--- config.mk ---
export PLATFORM = sky130hd
export DESIGN_NAME = mdrop_addr_filter
export DESIGN_NICKNAME = d
export VERILOG_FILES = /design/src/rtl/mdrop_pkg.sv /design/src/rtl/mdrop_classify.sv /design/src/rtl/mdrop_rx_fsm.sv /design/src/rtl/mdrop_push_ctrl.sv /design/src/rtl/mdrop_addr_filter.sv
export SDC_FILE = /design/constraint.sdc
export NUM_CORES = 1
export LEC_CHECK = 0
export ABC_CLOCK_PERIOD_IN_PS = 1000
export BUFFER_PORTS_ARGS = -buffer_cell sky130_fd_sc_hd__buf_2
export CAP_MARGIN = 25
export CORE_MARGIN = 4
export CORE_UTILIZATION = 39
export CTS_CLUSTER_DIAMETER = 120
export DETAILED_ROUTE_END_ITERATION = 16
export GPL_TIMING_DRIVEN = 0
export MAX_ROUTING_LAYER = met4
export PLACE_DENSITY_LB_ADDON = 0.2
export SLEW_MARGIN = 20
export SYNTH_ARGS = -nofsm -noshare
export SYNTH_HDL_FRONTEND = slang
export SYNTH_SLANG_ARGS = --single-unit
--- constraint.sdc ---
create_clock -name clk -period 1 [get_ports clk]
set_input_delay 0.05 -clock clk [delete_from_list [all_inputs] [get_ports clk]]
set_output_delay 0.05 -clock clk [all_outputs]
set_load 0.1 [all_outputs]
--- src/rtl/mdrop_pkg.sv ---
package mdrop_pkg;

    typedef enum logic [0:0] {
        RX_OFF = 1'b0,
        RX_ON  = 1'b1
    } rx_state_e;

    typedef enum logic [1:0] {
        CH_DATA      = 2'd0,
        CH_ADDR_HIT  = 2'd1,
        CH_ADDR_MISS = 2'd2
    } char_kind_e;

    typedef struct packed {
        logic valid;
        logic flag;
        logic irq;
    } push_dec_t;

endpackage

--- src/rtl/mdrop_classify.sv ---
module mdrop_classify
    import mdrop_pkg::*;
#(
    parameter int DATA_W = 8
) (
    input  logic              chr_bit9,
    input  logic [DATA_W-1:0] chr_data,
    input  logic [DATA_W-1:0] station_addr,
    output char_kind_e        kind
);

    always_comb begin
        if (!chr_bit9) begin
            kind = CH_DATA;
        end else if (chr_data == station_addr) begin
            kind = CH_ADDR_HIT;
        end else begin
            kind = CH_ADDR_MISS;
        end
    end

endmodule

--- src/rtl/mdrop_rx_fsm.sv ---
module mdrop_rx_fsm
    import mdrop_pkg::*;
(
    input  logic       clk,
    input  logic       rst_n,
    input  logic       chr_valid,
    input  logic       nine_bit_en,
    input  logic       auto_addr_en,
    input  char_kind_e kind,
    input  logic       sw_rx_on,
    input  logic       sw_rx_off,
    output logic       rx_on
);

    rx_state_e state_q;
    rx_state_e state_d;
    logic      auto_evt;

    // State register
    always_ff @(posedge clk or negedge rst_n) begin
        if (!rst_n) begin
            state_q <= RX_OFF;
        end else begin
            state_q <= state_d;
        end
    end

    // Transitions: automatic ones first, software pulses override them
    always_comb begin
        auto_evt = chr_valid && nine_bit_en && auto_addr_en && (kind != CH_DATA);
        state_d  = state_q;
        unique case (state_q)
            RX_OFF: if (auto_evt && kind == CH_ADDR_HIT)  state_d = RX_ON;   // T_AUTO_HIT
            RX_ON:  if (auto_evt && kind == CH_ADDR_MISS) state_d = RX_OFF;  // T_AUTO_MISS
        endcase
        if (sw_rx_off) begin
            state_d = RX_OFF;                                                 // T_SW_OFF
        end else if (sw_rx_on) begin
            state_d = RX_ON;                                                  // T_SW_ON
        end
    end

    // Outputs
    always_comb begin
        rx_on = (state_q == RX_ON);
    end

endmodule

--- src/rtl/mdrop_push_ctrl.sv ---
module mdrop_push_ctrl
    import mdrop_pkg::*;
#(
    parameter int DATA_W = 8
) (
    input  logic              clk,
    input  logic              rst_n,
    input  logic              chr_valid,
    input  logic [DATA_W-1:0] chr_data,
    input  char_kind_e        kind,
    input  logic              nine_bit_en,
    input  logic              auto_addr_en,
    input  logic              lsi_enable,
    input  logic              rx_on,
    output logic              push_valid,
    output logic [DATA_W-1:0] push_data,
    output logic              push_flag,
    output logic              lsi_req
);

    push_dec_t dec;

    always_comb begin
        dec = '0;
        if (chr_valid) begin
            if (!nine_bit_en) begin
                dec.valid = 1'b1;
            end else begin
                unique case (kind)
                    CH_DATA: begin
                        dec.valid = rx_on;
                    end
                    CH_ADDR_HIT: begin
                        dec.valid = 1'b1;
                        dec.flag  = 1'b1;
                        dec.irq   = lsi_enable;
                    end
                    CH_ADDR_MISS: begin
                        dec.valid = !auto_addr_en;
                        dec.flag  = !auto_addr_en;
                        dec.irq   = !auto_addr_en && lsi_enable;
                    end
                    default: dec = '0;
                endcase
            end
        end
    end

    always_ff @(posedge clk or negedge rst_n) begin
        if (!rst_n) begin
            push_valid <= 1'b0;
            push_flag  <= 1'b0;
            lsi_req    <= 1'b0;
            push_data  <= '0;
        end else begin
            push_valid <= dec.valid;
            push_flag  <= dec.flag;
            lsi_req    <= dec.irq;
            if (chr_valid) begin
                push_data <= chr_data;
            end
        end
    end

endmodule

--- src/rtl/mdrop_addr_filter.sv ---
module mdrop_addr_filter
    import mdrop_pkg::*;
#(
    parameter int DATA_W = 8
) (
    input  logic              clk,
    input  logic              rst_n,
    input  logic              chr_valid,
    input  logic [DATA_W-1:0] chr_data,
    input  logic              chr_bit9,
    input  logic              nine_bit_en,
    input  logic              auto_addr_en,
    input  logic [DATA_W-1:0] station_addr,
    input  logic              sw_rx_on,
    input  logic              sw_rx_off,
    input  logic              lsi_enable,
    output logic              push_valid,
    output logic [DATA_W-1:0] push_data,
    output logic              push_flag,
    output logic              lsi_req,
    output logic              rx_enabled
);

    char_kind_e kind;
    logic       rx_on;

    mdrop_classify #(.DATA_W(DATA_W)) i_classify (
        .chr_bit9     (chr_bit9),
        .chr_data     (chr_data),
        .station_addr (station_addr),
        .kind         (kind)
    );

    mdrop_rx_fsm i_fsm (
        .clk          (clk),
        .rst_n        (rst_n),
        .chr_valid    (chr_valid),
        .nine_bit_en  (nine_bit_en),
        .auto_addr_en (auto_addr_en),
        .kind         (kind),
        .sw_rx_on     (sw_rx_on),
        .sw_rx_off    (sw_rx_off),
        .rx_on        (rx_on)
    );

    mdrop_push_ctrl #(.DATA_W(DATA_W)) i_push (
        .clk          (clk),
        .rst_n        (rst_n),
        .chr_valid    (chr_valid),
        .chr_data     (chr_data),
        .kind         (kind),
        .nine_bit_en  (nine_bit_en),
        .auto_addr_en (auto_addr_en),
        .lsi_enable   (lsi_enable),
        .rx_on        (rx_on),
        .push_valid   (push_valid),
        .push_data    (push_data),
        .push_flag    (push_flag),
        .lsi_req      (lsi_req)
    );

    assign rx_enabled = rx_on || !nine_bit_en;

endmodule

Word-level counts from Yosys, hierarchy flattened
Cells that the tools add are included.
{ "word_totals": {"latch_bits": 0, "regBits": 12, "rom_bits": 0, "word_cells": 32, "ram_bits": 0, "mem_count": 0} }
{ "op_classes": {"bitwise_logic": 1, "n_addsub": 0, "mul": 0, "n_eq_ne": 3, "muxes": 12, "shift": 0, "reduce_logical": 11, "div_mod_pow": 0, "magnitude_cmp": 0} }
{ "op_table": {"columns": ["cell", "n"], "rows": [
  ["$eq 8x8->1", 1],
  ["$logic_and 1x1->1", 6],
  ["$mux 2", 3],
  ["$mux 1", 5],
  ["$pmux 2 s2", 1],
  ["$mux 3", 1],
  ["$pmux 1 s3", 1],
  ["$eq 2x1->1 const B", 1],
  ["$eq 2x2->1 const B", 1],
  ["$logic_not 1->1", 2],
  ["$logic_not 2->1", 1],
  ["$pmux 1 s2", 1],
  ["$reduce_bool 2->1", 1],
  ["$logic_or 1x1->1", 1],
  ["$not 1->1", 1]
]} }

Logic depth before layout (Yosys ltp)
{ "depth": {"word_depth": 10, "ltp_mapped": 4, "depth_no_buf": 4} }

Hierarchy
A second synthesis with hierarchy kept.
{ "hier_totals": {"hier_cells": 55, "hier_area_um2": 664.4} }
{ "by_module_without_submodules": {"columns": ["mod", "n_inst", "cells_per_inst", "area_per_inst_um2", "seq_area_each_um2"], "rows": [
  ["mdrop_push_ctrl", 1, 35, 495.5, 275.3],
  ["mdrop_classify", 1, 12, 96.3, 0.0],
  ["mdrop_rx_fsm", 1, 7, 66.3, 25.0],
  ["mdrop_addr_filter", 1, 1, 6.3, 0.0]
]} }

Worst setup path before layout
OpenSTA, ideal clock, no wires.
{ "synth_path": {"path_type": "flip-flop to flip-flop", "startpoint": "reg, netlist name i_push.push_data[7]", "endpoint": "reg i_push.push_data[7]", "stages_incl_launch_ff": 2, "arrival_ps": 1152, "setup_ps": 128, "setup_slack_ps": -280, "path_buffers": 0, "path_cell_list": "dfrtp_1 > mux2_1"} }
{ "synth_rtl": {"columns": ["element", "line", "rtl"], "rows": [
  ["end signal, assigned", "mdrop_push_ctrl.sv:60", "push_data <= chr_data;"],
  ["end, declared", "mdrop_push_ctrl.sv:16", "output logic [DATA_W-1:0] push_data,"]
]} }

Worst setup path after layout
{ "layout_path": {"startpoint": "reg i_fsm.state_q (netlist: i_fsm.rx_on)", "endpoint": "out rx_enabled"} }
{ "layout_between": {"elab_chain_len": 1} }
{ "layout_rtl": {"columns": ["element", "line", "rtl"], "rows": [
  ["start, declared", "mdrop_rx_fsm.sv:15", "rx_state_e state_q;"],
  ["start signal, assigned", "mdrop_rx_fsm.sv:24", "state_q <= state_d;"],
  ["$logic_or 1x1->1", "mdrop_addr_filter.sv:62", "assign rx_enabled = rx_on || !nine_bit_en;"],
  ["end, declared", "mdrop_addr_filter.sv:21", "output logic rx_enabled"]
]} }
Every way passes these cells.

==> metrics <==
vias post-DR 504; final total power 1.601 mW; Crit Path Class flip-flop to output port; Synth Cell Area 564.3 µm²; most common cell in the netlist dfrtp_1; first-pass GRT wire length 2097 µm; final std cells w/o fill 103; PortBufs 36; CP Cell Sequence nand2b_4 > buf_12; pre-CTS setup slack -0.1710 ns; Final nets 114; VDD IR-drop max 1.284 mV; pins over their slew limit 0; drt initial violations 2; initial antenna violation count 0; status finished with violations; die area 0.002120 mm²; CTS max path bufs 2; syn avg cell area 12.82 µm²; register bit total from synthesis 12; vias per cell 4.893; sequential area share after synthesis 53.22%; fin crit period 1.024 ns; Tightest Hold Check Type primary input to flip-flop; DR DRC count 0; number of CTS-inserted buffers 3; Gate Count Post-Synth 44; cell area after placement 793.3 µm²; maximum clock rate 976.3 MHz; syn nets 69; Yosys top cell by area dfrtp_1; DRT antenna net count 0; ys async rst share 100.0%; dpl hpwl 1020 µm; failing checks negative setup slack; vias in the first global route 486; Lkg Pwr 0.4693 nW; Crit path largest cell delay 0.39 ns; Area Overhead vs Synth 78.27%; CTS tree yes; CP Max Fanout 3; Max-Cap Viols 0; Post-synth EDFFs 0; R2R Path Start i_fsm.rx_on; Worst Hold End i_push.lsi_req; chip height 46.04 µm; Ys Warns 0; clk sink count 12; Final Hold Viols 0; Clock transition at path regs 0.08 ns; share of cells above drive strength 1 68.18%; hold path startpoint lsi_enable; smallest setup slack after layout -0.02425 ns; GPL Wtd Cong 0.7195; final WL 1477 µm; I/O pin count 37; drt first pass iters 2; Die W 46.04 µm; dominant synthesized flop cell dfrtp_1; RSZ-0062 raised after global routing true; Worst Skew 0.003534 ns; crit path DAT 0.97 ns; setup_tns -0.02425 ns; Slew @ Worst Pin 0.2613 ns; num rows 13; top cells by area, synth dfrtp_1, mux2_2, xor2_1, a221oi_2, nand4_1; crit start category flip-flop; diodes inserted 0; pwr dens 1591 mW/mm²; library cells used by synthesis 17; Initial Util 42.31%; GRT overflow 0; DR WL/cell 14.34 µm; largest net degree at the start of global routing 13; post-route cell area 0.001006 mm²; core footprint 0.001334 mm²; max_slew headroom 82.42%; Clock Tree Root clkbuf_4; gr usage total 15.06%; Synth top area share 53.22%; fill cell count 92; Final setup viols 1; Critical Path RT 0.95 ns; r2r worst-path depth 3; Worst-Skew Late Latency 0.27 ns; slowest CP cell dfrtp_1; H-Tree Level Count 1; CP Capture Type output port; crit share post-route 102.4%; R2R Path End i_push.push_valid; most frequent cells after synthesis dfrtp_1, xor2_1, mux2_2; hold depth 3; dpl cells 95; flop2flop setup slack 0.10 ns
cells by family after synthesis:
logic type	after synthesis	synth area share [%]
AOI/OAI and AO/OA	5	7.317
DFF	12	53.22
buffers and inverters	2	1.551
muxes	8	15.97
and+or+nand+nor	9	9.534
xor gates and xnor gates	8	12.42
where the power goes:
| group | internal (mW) | switching (mW) | leakage, nW |
|---|---|---|---|
| logic | 0.236 | 0.404 | 0.310 |
| registers | 0.544 | 0.0365 | 0.139 |
| clock network | 0.221 | 0.158 | 0.0210 |
| total | 1.00 | 0.599 | 0.469 |
flip-flops by register name, indices dropped and copies added (netlist names):
| name | count |
|---|---|
| i_push.push_valid | 1 |
| i_push.lsi_req | 1 |
| i_push.push_flag | 1 |
| i_fsm.rx_on | 1 |
| i_push.push_data | 8 |
worst max-delay path by stage:
stage	from	to	slack (ns)
floorplan	i_push.push_data[7]	i_push.push_data[7]	-0.06
global placement	chr_data[1]	i_fsm.rx_on	-0.16
detailed placement	chr_data[1]	i_fsm.rx_on	-0.17
CTS	i_fsm.rx_on	rx_enabled	-0.1
global route	i_fsm.rx_on	rx_enabled	-0.07
finish	i_fsm.rx_on	rx_enabled	-0.02
repair_timing:
action,4_1_cts,5_1_grt
endpoints found under the setup margin,12,10
cloned,0,0
pin swaps,0,1
hold endpoints to repair,15,0
setup buffers,0,1
gates resized for setup,24,14
hold buffers,3,0
critical path: cells and delay by family (launching register included):
kind,cells,cell delay (ns)
flops,1,0.39
buf+inv,1,0.16
simple gates,1,0.15
final cells by class:
type / count / area, µm² / area share, %
inverters: 1 / 3.754 / 0.3731
flip-flops and latches: 12 / 327.8 / 32.59
repair buffers: 40 / 351.6 / 34.95
multi-input cells: 30 / 262.8 / 26.12
well taps: 15 / 18.77 / 1.866
clock buffers: 4 / 36.28 / 3.607
plain buffers: 1 / 5.005 / 0.4975
cells in the final DEF, fill, tap and decap left out, types with 2 or more instances in the layout:
master / Yosys / routed
nand4_1: 2 / 2
dfrtp_1: 12 / 4
dfrtp_4: 0 / 7
xor2_1: 8 / 8
clkbuf_4: 0 / 3
nor2_1: 2 / 2
dlygate4sd3_1: 0 / 3
buf_4: 0 / 4
a21oi_1: 2 / 2
mux2_2: 7 / 7
buf_12: 0 / 8
buf_2: 1 / 25
metrics by stage:
step	util [%]	hold WS [ns]
after floorplan	-	-0.2456
after global placement	59.47	-0.06388
after detailed placement	59.47	-0.05971
after CTS	70.17	0.01102
after global routing	75.42	0.01262
final	75.42	0.01912
metal layers:
metal | global-route usage, % | vias up | part of all wire, %
li1 | - | 246 | -
met1 | 15.16 | 228 | 34
met2 | 26.10 | 28 | 56
met3 | 4.743 | 2 | 9.6
met4 | 6.818 | 0 | 0.68
met5 | - | - | 0
Power figures use the tool's default switching activity.
